--- config.mk ---
export PLATFORM = sky130hd
export DESIGN_NAME = tdc_interp
export DESIGN_NICKNAME = d
export VERILOG_FILES = /design/src/rtl/tdc_pkg.sv /design/src/rtl/tdc_thermo_enc.sv /design/src/rtl/tdc_cal_reg.sv /design/src/rtl/tdc_combine.sv /design/src/rtl/tdc_interp.sv
export SDC_FILE = /design/constraint.sdc
export NUM_CORES = 1
export LEC_CHECK = 0
export BUFFER_PORTS_ARGS = -buffer_cell sky130_fd_sc_hd__buf_2
export CORE_MARGIN = 1
export CORE_UTILIZATION = 55
export DETAILED_ROUTE_END_ITERATION = 12
export PLACE_DENSITY = 0.79
export REMOVE_ABC_BUFFERS = 1
export SLEW_MARGIN = 10
export SYNTH_ARGS = -nofsm -noshare
export SYNTH_HDL_FRONTEND = slang
export SYNTH_SLANG_ARGS = --single-unit
--- constraint.sdc ---
create_clock -name clk -period 15.5 [get_ports clk]
set_input_delay 1.55 -clock clk [delete_from_list [all_inputs] [get_ports clk]]
set_output_delay 1.55 -clock clk [all_outputs]
set_load 0.03 [all_outputs]
--- src/rtl/tdc_pkg.sv ---
package tdc_pkg;
    localparam int TAPS      = 40;
    localparam int CNT_W     = 16;
    localparam int CAL_MIN   = 20;
    localparam int CAL_MAX   = 40;
    localparam int CAL_RESET = 25;
    localparam int IDX_W     = $clog2(TAPS + 1);
    localparam int WID_W     = CNT_W + IDX_W + 1;

    typedef logic [IDX_W-1:0] idx_t;
    typedef logic [TAPS-1:0]  code_t;

    typedef struct packed {
        logic              v;
        logic              cal;
        logic              bad;
        logic [CNT_W-1:0]  coarse;
        idx_t              s_idx;
        idx_t              p_idx;
    } stage1_t;

    // highest position with two adjacent ones, plus one; 0 when none
    function automatic idx_t therm_index(input code_t code);
        idx_t r;
        r = '0;
        for (int p = 1; p < TAPS; p++) begin
            if (code[p] && code[p-1]) r = idx_t'(p + 1);
        end
        return r;
    endfunction
endpackage

--- src/rtl/tdc_thermo_enc.sv ---
module tdc_thermo_enc
    import tdc_pkg::*;
(
    input  code_t code,
    output idx_t  idx,
    output logic  bad
);
    always_comb begin
        idx = therm_index(code);
        bad = (code == '0) || (code == '1);
    end
endmodule

--- src/rtl/tdc_cal_reg.sv ---
module tdc_cal_reg
    import tdc_pkg::*;
(
    input  logic clk,
    input  logic rst,
    input  logic upd,
    input  idx_t cand,
    input  logic cand_bad,
    output idx_t cal_q,
    output logic done,
    output logic ok
);
    logic accept;

    always_comb begin
        accept = !cand_bad && (int'(cand) >= CAL_MIN) && (int'(cand) <= CAL_MAX);
    end

    always_ff @(posedge clk) begin
        if (rst) begin
            cal_q <= idx_t'(CAL_RESET);
            done  <= 1'b0;
            ok    <= 1'b0;
        end else begin
            done <= upd;
            ok   <= upd && accept;
            if (upd && accept) cal_q <= cand;
        end
    end
endmodule

--- src/rtl/tdc_combine.sv ---
module tdc_combine
    import tdc_pkg::*;
(
    input  logic [CNT_W-1:0] coarse,
    input  idx_t             s_idx,
    input  idx_t             p_idx,
    input  idx_t             cal,
    input  logic             bad,
    output logic [WID_W-1:0] width
);
    localparam int SW = WID_W + 1;
    idx_t          s_c, p_c;
    logic [SW-1:0] tot;

    always_comb begin
        s_c = (s_idx > cal) ? cal : s_idx;
        p_c = (p_idx > cal) ? cal : p_idx;
        tot = SW'(coarse) * SW'(cal) + SW'(s_c) - SW'(p_c);
        if (bad || tot[SW-1]) width = '0;
        else                  width = tot[WID_W-1:0];
    end
endmodule

--- src/rtl/tdc_interp.sv ---
module tdc_interp
    import tdc_pkg::*;
(
    input  logic             clk,
    input  logic             rst,
    input  logic             mode_cal,
    input  logic             capture_valid,
    input  logic [CNT_W-1:0] coarse_cnt,
    input  logic [TAPS-1:0]  start_code,
    input  logic [TAPS-1:0]  stop_code,
    output logic             res_valid,
    output logic             res_bad,
    output logic [WID_W-1:0] width_taps,
    output logic             cal_done,
    output logic             cal_ok,
    output logic [IDX_W-1:0] cal_taps
);
    code_t   codes [2];
    idx_t    idx   [2];
    logic    bad   [2];
    stage1_t s1;
    logic [WID_W-1:0] w_next;

    assign codes[0] = start_code;
    assign codes[1] = stop_code;

    for (genvar g = 0; g < 2; g++) begin : g_enc
        tdc_thermo_enc enc_i (.code(codes[g]), .idx(idx[g]), .bad(bad[g]));
    end

    always_ff @(posedge clk) begin
        if (rst) begin
            s1 <= '0;
        end else begin
            s1.v      <= capture_valid;
            s1.cal    <= mode_cal;
            s1.bad    <= mode_cal ? bad[1] : (bad[0] || bad[1]);
            s1.coarse <= coarse_cnt;
            s1.s_idx  <= idx[0];
            s1.p_idx  <= idx[1];
        end
    end

    tdc_cal_reg cal_i (
        .clk(clk), .rst(rst),
        .upd(s1.v && s1.cal), .cand(s1.p_idx), .cand_bad(s1.bad),
        .cal_q(cal_taps), .done(cal_done), .ok(cal_ok)
    );

    tdc_combine comb_i (
        .coarse(s1.coarse), .s_idx(s1.s_idx), .p_idx(s1.p_idx),
        .cal(cal_taps), .bad(s1.bad), .width(w_next)
    );

    always_ff @(posedge clk) begin
        if (rst) begin
            res_valid  <= 1'b0;
            res_bad    <= 1'b0;
            width_taps <= '0;
        end else begin
            res_valid <= s1.v && !s1.cal;
            if (s1.v && !s1.cal) begin
                res_bad    <= s1.bad;
                width_taps <= w_next;
            end
        end
    end
endmodule

==> results.yml, run 1 <==
floorplan:
  core_sq_mm: 0.0145
  overall_die_area_sq_mm: 0.0154
  rows: 44
  design.portCount: 133
  floorplan.initialDensity_pct: 56.3
  die_width_microns: 124
  die-height_microns: 124
critical_path:
  critical-path-top-delay-family: "simple AND/OR/NAND/NOR gates"
  critical_path.max_stage_delay_ps: 740
  crit_type: "flop to flop"
  crit_cells: 25
  cp-startpoint: "cal_i.cal_q[1]"
  worst-path-max-fanout: 21
  timing.critical_path.from_type: "flop"
  worstPathRequired_ps: 15720
  cp_num_buf_inv: 2
  rrSetupSlack_ps: 8570
  rr_endpoint: "width_taps[11]"
  cpMostUsedCell: "a21oi_1"
  arrival_ps: 7160
  crit_path_end: "width_taps[11]"
  critical_path.endpoint_type: "flop"
  critical-path-slowest-cell: "dfxtp_1"
  rr_startpoint: "cal_i.cal_q[1]"
  worst_r2r_path_depth: 25
global_routing:
  first_pass_grt_wire_length_microns: 34200
  grt_max_degree: 39
  antenna_found_initial: 0
  grt_remaining_overflow: 0
  globalRouteTotalUtil_pct: 28.2
  grt_pass1_vias: 7643
power_and_ir_drop:
  clockPowerShare_pct: 27.6
  p_comb_share_pct: 49.2
  vdd.ir_drop.worst_mv: 0.0546
  pwr-share-seq_pct: 23.1
  power_switching_uw: 333
  pwr_density_cell_mw_per_mm2: 88.2
  leakage_uw: 0.00422
  power.share.switching_pct: 40.7
  intPower_uw: 484
timing:
  max_clock_freq_ghz: 0.144
  slew-limit-headroom_pct: 41.3
  fin_clk_skew_ps: 4.54
  setup_total_negative_slack_ps: 0
  unrepaired_setup_endpoints_after_global_routing: "false"
  min_period_ps: 6930
  setup_slack_ps: 8570
  worst_pin_slew_ps: 880
  finalHoldViolations: 0
  setup_viol: 0
  period_utilization_post_route_pct: 44.7
  slew_viol_final: 0
synthesis:
  synthesis.area_sq_mm: 0.00819
  synth.largest_area_cell: "dfxtp_1"
  syn-instance-count: 1023
  synth_top_cells_by_area: "dfxtp_1 (16%), fa_1 (15%), ha_1 (11%)"
  postSynth.topFlopCell: "dfxtp_1"
  synthDistinctLibCells: 92
  yosys_register_bits: 64
  synth_top_area_share_pct: 15.7
  synth_enable_flop_cells: 0
  post_synth.cell_area_avg_sq_um: 8.00
  synth_async_sr_flop_share_pct: 0
  ys_seq_area_share_pct: 15.7
  number_of_warnings_issued_by_yosys: 0
drt:
  drtAntennaViolNets: 0
  drtIter0Drc: 506
  vias_per_std_cell: 6.08
  route.detailed.wl_per_inst_microns: 15.7
  vias: 8064
  drc: 0
  detailed_routing_iteration_count_for_the_pre_antenna_repair_pass: 5
  route.final.wire_length_microns: 20800
finish:
  nNetsFinal: 1371
  post-route-cell-area_sq_mm: 0.00927
  syn_to_final_growth_pct: 13.2
  insertedDiodeCount: 0
  layout_commonest_cell: "nand2_1"
  final_cell_mix: "nand2_1 (148), buf_2 (132), inv_1 (87)"
  post_route_cells_drive_above_1_share_pct: 17.4
clocking:
  clock_tree.htree_level_count: 3
  clock-sinks: 64
  hold_fix_buffers_at_cts: 0
  cts-buffers-inserted: 9
  cts_max_path_buffers: 2
  clkLatencyLatePin_ps: 340
  cts_root_buffer: "clkbuf_16"
  worst_setup_hold_path_clk_slew_ps: 60
  number_of_cells_upsized_or_downsized_after_cts: 0
  cts_setup_buffers: 0
  cts_tree: "done"
outcome:
  run_status: "complete, no violations"
min_path:
  min-delay-path-class: "flop to flop"
placed_design:
  detailed_place.area_sq_mm: 0.00893
  hpwlAfterDp_microns: 16200
  place_ws_ps: 8680
  numPortBuffers: 132
  finalWeightedCongestion: 0.990
run:
  max_cap_violations: 0
==> cell families after synthesis <==
kind of cell    count (synthesis)  synth area share [%]
fa+ha+maj                     133                  25.9
compound gates                275                  23.0
xor+xnor                       29                  3.52
buf+inv                       119                  6.05
mux                            11                  1.42
flops                          64                  15.7
simple gates                  392                  24.5
==> power groups by stage <==
stage	clock, uW	combinational [uW]	sequential, uW
global route	235	449	191
finish	226	402	189
detailed placement	0	394	192
floorplan	0	280	204
global placement	0	387	192
CTS	228	398	189
==> metrics by stage <==
| stage | instances | utilization (%) | total power, uW | hold slack (ps) |
|---|---|---|---|---|
| floorplan | 992 | - | 484 | 428 |
| global placement | 1310 | 61.5 | 579 | 448 |
| finish | 1327 | 63.8 | 817 | 461 |
| CTS | 1326 | 63.7 | 815 | 466 |
| global route | 1327 | 63.8 | 875 | 483 |
| detailed placement | 1310 | 61.5 | 586 | 453 |
==> flip-flops by register name, indices dropped and copies added (netlist names) <==
register / count
cal_i.cal_q: 6
cal_i.done: 1
res_valid: 1
s1: 31
width_taps: 23
cal_i.ok: 1
res_bad: 1
==> routing by layer <==
layer / vias up / track usage [%] / share of wire [%]
met3: 60 / 4.03 / 5.5
met2: 316 / 51.3 / 50
met4: 0 / 14.3 / 3.8
li1: 3887 / - / -
met5: - / 0 / 0
met1: 3801 / 31.9 / 40
==> how the worst min path moves through the flow <==
stage / from / to / slack (ps) / depth (start not counted)
5_1_grt: width_taps[14] / width_taps[14] / 480 / 1
6_report: width_taps[5] / width_taps[5] / 460 / 1
4_1_cts: width_taps[5] / width_taps[5] / 470 / 1
3_3_place_gp: width_taps[9] / width_taps[9] / 450 / 1
2_1_floorplan: s1[29] / cal_i.done / 430 / 2
3_5_place_dp: width_taps[5] / width_taps[5] / 450 / 1
==> synth_stat cells (all sizes together), types with 4 or more instances <==
cell type and n:
clkbuf 21, and3 6, a22o 4, a22oi 4, nand2b 13, nor3 21, a21o 15, xnor2 19
a41oi 4, o21a 17, o211ai 7, o21ai 79, buf 8, fa 61, nor2b 33, xor2 10
or3 7, a211o 4, and2 22, mux2 5, or2 7, ha 72, nand2 148, nor4 26
a32o 20, nand4 30, nor2 50, a31oi 4, a21oi 64, nand3 16, inv 88, mux2i 6
a211oi 15, dfxtp 64
==> layout make-up <==
class                           instances  area (sq um)
Clock buffer                           10           239
Multi-Input combinational cell        840          6420
Tap cell                              184           230
Timing Repair Buffer                  135           681
Sequential cell                        64          1280
Inverter                               88           330
Fill cell                            1324          5270
Clock inverter                          6          90.1
Power figures use the tool's default switching activity.
==> run 2, diff against run 1 <==
--- a/config.mk
+++ b/config.mk
@@ -5,11 +5,12 @@
 export SDC_FILE = /design/constraint.sdc
 export NUM_CORES = 1
 export LEC_CHECK = 0
+export ABC_AREA = 1
 export BUFFER_PORTS_ARGS = -buffer_cell sky130_fd_sc_hd__buf_2
 export CORE_MARGIN = 1
-export CORE_UTILIZATION = 55
+export CORE_UTILIZATION = 53
 export DETAILED_ROUTE_END_ITERATION = 12
-export PLACE_DENSITY = 0.79
+export PLACE_DENSITY = 0.8
 export REMOVE_ABC_BUFFERS = 1
 export SLEW_MARGIN = 10
 export SYNTH_ARGS = -nofsm -noshare
==> constraint.sdc (replaced) <==
create_clock -name clk -period 6.09 [get_ports clk]
set_input_delay 0.609 -clock clk [delete_from_list [all_inputs] [get_ports clk]]
set_output_delay 0.609 -clock clk [all_outputs]
set_load 0.03 [all_outputs]
==> results.yml, run 2 <==
outcome:
  run_status: "complete, no violations"
power_and_ir_drop:
  pwr-share-seq_pct: 24.8
  intPower_uw: 1110
  clockPowerShare_pct: 26.3
  vdd.ir_drop.worst_mv: 0.157
  pwr_density_cell_mw_per_mm2: 223
  leakage_uw: 0.00480
  power_switching_uw: 845
  power.share.switching_pct: 43.2
  p_comb_share_pct: 49.0
  totalPowerFinal_uw: 1960
critical_path:
  arrival_ps: 6120
  timing.critical_path.from_type: "flop"
  worst_r2r_path_depth: 28
  critical_path.endpoint_type: "flop"
  worst-path-max-fanout: 11
  worstPathRequired_ps: 6320
  rrSetupSlack_ps: 210
  rr_endpoint: "width_taps[12]"
  critical_path.max_stage_delay_ps: 520
  rr_startpoint: "cal_i.cal_q[1]"
  critical-path-slowest-cell: "fa_1"
  crit_type: "flop to flop"
synthesis:
  synthDistinctLibCells: 46
  number_of_warnings_issued_by_yosys: 0
  ys_seq_area_share_pct: 17.2
  synth.largest_area_cell: "nand2_1"
  synth_top_area_share_pct: 18.1
  syn-instance-count: 1082
  synth_enable_flop_cells: 0
  synth_async_sr_flop_share_pct: 0
  synthesis.area_sq_mm: 0.00746
  synth_top_cells_by_area: "nand2_1 (18%), dfxtp_1 (17%), fa_1 (16%)"
  synth.most_common_cell: "nand2_1"
  postSynth.topFlopCell: "dfxtp_1"
  ys_top_cells_by_count: "nand2_1 (360), inv_1 (143), nor2_1 (94)"
  post_synth.cell_area_avg_sq_um: 6.90
  yosys_register_bits: 64
finish:
  layout_commonest_cell: "nand2_1"
  insertedDiodeCount: 0
  max_flop_register: "s1"
  fin_util_pct: 65.1
  syn_to_final_growth_pct: 17.8
  largest_registers: "s1: 31 flops, width_taps: 23 flops, cal_i.cal_q: 6 flops"
  largest_register_ffs: 31
  post_route_cells_drive_above_1_share_pct: 17.8
  post-route-cell-area_sq_mm: 0.00879
  multiInputGateArea_sq_mm: 0.00559
  sequential_cell_area_sq_mm: 0.00130
  fillers: 1233
  final_cell_mix: "nand2_1 (358), inv_1 (143), buf_2 (132)"
  nNetsFinal: 1455
clocking:
  worst_setup_hold_path_clk_slew_ps: 60
  cts_root_buffer: "clkbuf_16"
  hold_fix_buffers_at_cts: 0
  cts-buffers-inserted: 9
  cts_max_path_buffers: 2
  clock-sinks: 64
  clkLatencyLatePin_ps: 340
  cts_tree: "done"
  clock_tree.htree_level_count: 3
placed_design:
  detailed_place.area_sq_mm: 0.00832
  numPortBuffers: 132
  hpwlAfterDp_microns: 15000
  finalWeightedCongestion: 0.961
run:
  max_cap_violations: 0
global_routing:
  globalRouteTotalUtil_pct: 27.5
  grt_pass1_vias: 7123
  grt_max_degree: 33
  antenna_found_initial: 1
  grt_remaining_overflow: 0
  first_pass_grt_wire_length_microns: 32200
timing:
  max_clock_freq_ghz: 0.170
  setup_total_negative_slack_ps: 0
  slew_viol_final: 0
  fin_clk_skew_ps: 10.4
  finalHoldWorstSlack_ps: 465
  min_period_ps: 5880
  worst_pin_slew_ps: 959
  finalHoldViolations: 0
  setup_viol: 0
  slew-limit-headroom_pct: 35.8
  period_utilization_post_route_pct: 96.6
floorplan:
  overall_die_area_sq_mm: 0.0146
  die-height_microns: 121
  floorplan.initialDensity_pct: 55.2
  core_sq_mm: 0.0135
  rows: 42
  die_width_microns: 121
  design.portCount: 133
drt:
  route.detailed.wl_per_inst_microns: 14.0
  vias: 7413
  drc: 0
  route.final.wire_length_microns: 19600
  detailed_routing_iteration_count_for_the_pre_antenna_repair_pass: 8
  drtAntennaViolNets: 0
  drtIter0Drc: 508
  vias_per_std_cell: 5.28
min_path:
  min-delay-path-class: "primary input to flop"
  hold_path_depth: 3
  timing.hold.worst.start: "coarse_cnt[0]"
  hold-path-endpoint: "s1[12]"
==> run 2: area by class of cell <==
class	instances	share of cell area [%]
clock buffers	11	2.88
clock inverters	5	0.441
inverters	152	6.49
multi-input cells	843	63.6
flip-flops and latches	64	14.8
well taps	176	2.51
repair buffers	152	9.23
==> run 2: worst max-delay path: cells and delay by family (launching register included) <==
family          cells  cell delay [ps]
flops               1              390
xor+xnor            1              250
simple gates       12             1630
fa+ha+maj           5             2270
buf+inv             6              620
compound gates      4              610
==> run 2: metal layers <==
layer  global-route usage [%]  wire length [microns]  vias up
li1                         -                      -     3733
met1                     32.8                   8070     3364
met2                     49.3                   9660      271
met3                     4.76                   1340       45
met4                     9.95                    537        0
met5                        0                      0        -
==> run 2: logic make-up (layout without fill, tap and decap cells) <==
kind of cell	after synthesis	count (layout)	share of synthesized area, %
buffers and inverters	176	320	9.06
adder cells (fa/ha/maj)	133	133	28.4
XOR/XNOR	35	35	4.21
AND/OR/NAND/NOR	560	561	31.7
AO/OA/AOI/OAI	114	114	9.44
flip-flops	64	64	17.2
==> run 2: power by group through the flow <==
stage / clock, uW / sequential (uW) / combinational [uW]
after CTS: 513 / 485 / 909
after global placement: 0 / 494 / 867
after global routing: 532 / 488 / 1080
after floorplan: 0 / 527 / 620
final: 514 / 485 / 958
after detailed placement: 0 / 493 / 888
==> run 2: metrics by stage <==
step	setup slack, ps	std cells
2_1_floorplan	495	1058
3_3_place_gp	327	1377
3_5_place_dp	190	1377
4_1_cts	81.3	1393
5_1_grt	-30.3	1403
6_report	208	1403
==> run 2: worst max-delay path by stage <==
stage / from / to / slack (ps) / cells after the start
floorplan: cal_i.cal_q[0] / width_taps[3] / 490 / 29
global placement: cal_i.cal_q[1] / width_taps[22] / 330 / 27
detailed placement: cal_i.cal_q[1] / width_taps[3] / 190 / 28
CTS: cal_i.cal_q[1] / width_taps[22] / 80 / 27
global route: cal_i.cal_q[1] / width_taps[10] / -30 / 28
finish: cal_i.cal_q[1] / width_taps[12] / 210 / 28
==> run 2: repair_timing <==
item	in CTS	in global routing
gates resized for setup	0	25
endpoints found under the setup margin	0	23
buffers inserted	0	9
==> run 3, diff against run 2 <==
--- a/config.mk
+++ b/config.mk
@@ -5,7 +5,6 @@
 export SDC_FILE = /design/constraint.sdc
 export NUM_CORES = 1
 export LEC_CHECK = 0
-export ABC_AREA = 1
 export BUFFER_PORTS_ARGS = -buffer_cell sky130_fd_sc_hd__buf_2
 export CORE_MARGIN = 1
 export CORE_UTILIZATION = 53
==> results.yml, run 3 (synthesized netlist as in run 1, its figures left out) <==
global_routing:
  first_pass_grt_wire_length_microns: 34800
  antenna_found_initial: 0
  grt_pass1_vias: 7848
  globalRouteTotalUtil_pct: 27.0
  grt_remaining_overflow: 0
  grt_max_degree: 39
critical_path:
  crit_type: "flop to flop"
  critical-path-slowest-cell: "fa_1"
  critical_path.max_stage_delay_ps: 450
  timing.critical_path.from_type: "flop"
  critical_path.endpoint_type: "flop"
  worst-path-max-fanout: 11
  arrival_ps: 5980
  worstPathRequired_ps: 6340
finish:
  post-route-cell-area_sq_mm: 0.00942
  final_cell_mix: "nand2_1 (148), buf_2 (132), inv_1 (87)"
  layout_commonest_cell: "nand2_1"
  insertedDiodeCount: 0
  max_flop_register: "s1"
  syn_to_final_growth_pct: 15.0
  nNetsFinal: 1384
  largest_register_ffs: 31
  largest_registers: "s1: 31 flops, width_taps: 23 flops, cal_i.cal_q: 6 flops"
  post_route_cells_drive_above_1_share_pct: 19.1
power_and_ir_drop:
  pwr_density_cell_mw_per_mm2: 218
  totalPowerFinal_uw: 2060
  leakage_uw: 0.00427
  vdd.ir_drop.worst_mv: 0.137
placed_design:
  detailed_place.area_sq_mm: 0.00900
  place_ws_ps: 6.98
  hpwlAfterDp_microns: 16600
  numPortBuffers: 132
  finalWeightedCongestion: 0.950
clocking:
  cts_root_buffer: "clkbuf_16"
  clock_tree.htree_level_count: 3
  cts_max_path_buffers: 2
  clock-sinks: 64
  clkLatencyLatePin_ps: 350
  worst_setup_hold_path_clk_slew_ps: 60
  cts-buffers-inserted: 9
  cts_tree: "done"
  hold_fix_buffers_at_cts: 0
outcome:
  run_status: "complete, no violations"
drt:
  drtAntennaViolNets: 0
  detailed_routing_iteration_count_for_the_pre_antenna_repair_pass: 5
  vias_per_std_cell: 6.03
  route.final.wire_length_microns: 21100
  route.detailed.wl_per_inst_microns: 15.7
  vias: 8110
  drtIter0Drc: 504
  drc: 0
floorplan:
  core_sq_mm: 0.0151
  overall_die_area_sq_mm: 0.0159
  die-height_microns: 126
  design.portCount: 133
  rows: 45
  die_width_microns: 126
  floorplan.initialDensity_pct: 54.1
timing:
  finalHoldWorstSlack_ps: 462
  setup_viol: 0
  finalHoldViolations: 0
  slew-limit-headroom_pct: 39.0
  fin_clk_skew_ps: 8.18
  setup_slack_ps: 354
  slew_viol_final: 0
  worst_pin_slew_ps: 892
  max_clock_freq_ghz: 0.174
  min_period_ps: 5740
  period_utilization_post_route_pct: 94.2
run:
  max_cap_violations: 0
min_path:
  min-delay-path-class: "primary input to flop"
[run 3: worst paths after layout]
check                           depth (start not counted)            from  slack (ps)       endpoint
worst max-delay path                                   25  cal_i.cal_q[1]         350  width_taps[9]
worst min-delay path                                    2   coarse_cnt[8]         460         s1[20]
worst max register to register                         25  cal_i.cal_q[1]         350  width_taps[9]
worst min register to register                          1   width_taps[3]         460  width_taps[3]
[run 3: critical path: cells and delay by family, from the launching register on]
kind | cells | cell delay, ps
AND/OR/NAND/NOR | 9 | 1850
AO/OA/AOI/OAI | 8 | 1530
adder cells (fa/ha/maj) | 4 | 1270
buffers and inverters | 4 | 560
flip-flops | 1 | 390
[run 3: report_power, final]
group | leakage, uW | switching [uW] | internal (uW)
sequential | 0.000526 | 26.3 | 451
combinational | 0.00360 | 619 | 425
clock | 0.000141 | 207 | 328
total | 0.00427 | 853 | 1200
[run 3: area by class of cell]
| class | instances | area [sq um] |
|---|---|---|
| Multi-Input combinational cell | 841 | 6490 |
| Fill cell | 1372 | 5730 |
| Sequential cell | 64 | 1280 |
| Timing Repair Buffer | 147 | 773 |
| Inverter | 88 | 330 |
| Clock buffer | 10 | 239 |
| Tap cell | 188 | 235 |
| Clock inverter | 6 | 66.3 |
[run 3: timing repair]
item | 4_1_cts | 5_1_grt
setup buffers | 0 | 5
pin swaps | 0 | 5
resized for setup | 1 | 12
gates cloned | 0 | 1
setup endpoints to repair | 21 | 23
[run 3: layer usage]
metal	GRT usage (%)	up-vias	part of all wire [%]
met1	30.2	3831	40
met5	0	-	0
met2	49.9	313	51
met4	11.6	0	2.8
li1	-	3916	-
met3	4.76	50	5.7
[run 3: per-stage QoR]
stage	utilization, %	setup TNS, ps	cells
floorplan	-	-956	992
global placement	59.4	0	1322
detailed placement	59.4	0	1322
CTS	61.5	0	1338
global route	62.2	-494	1344
finish	62.2	0	1344
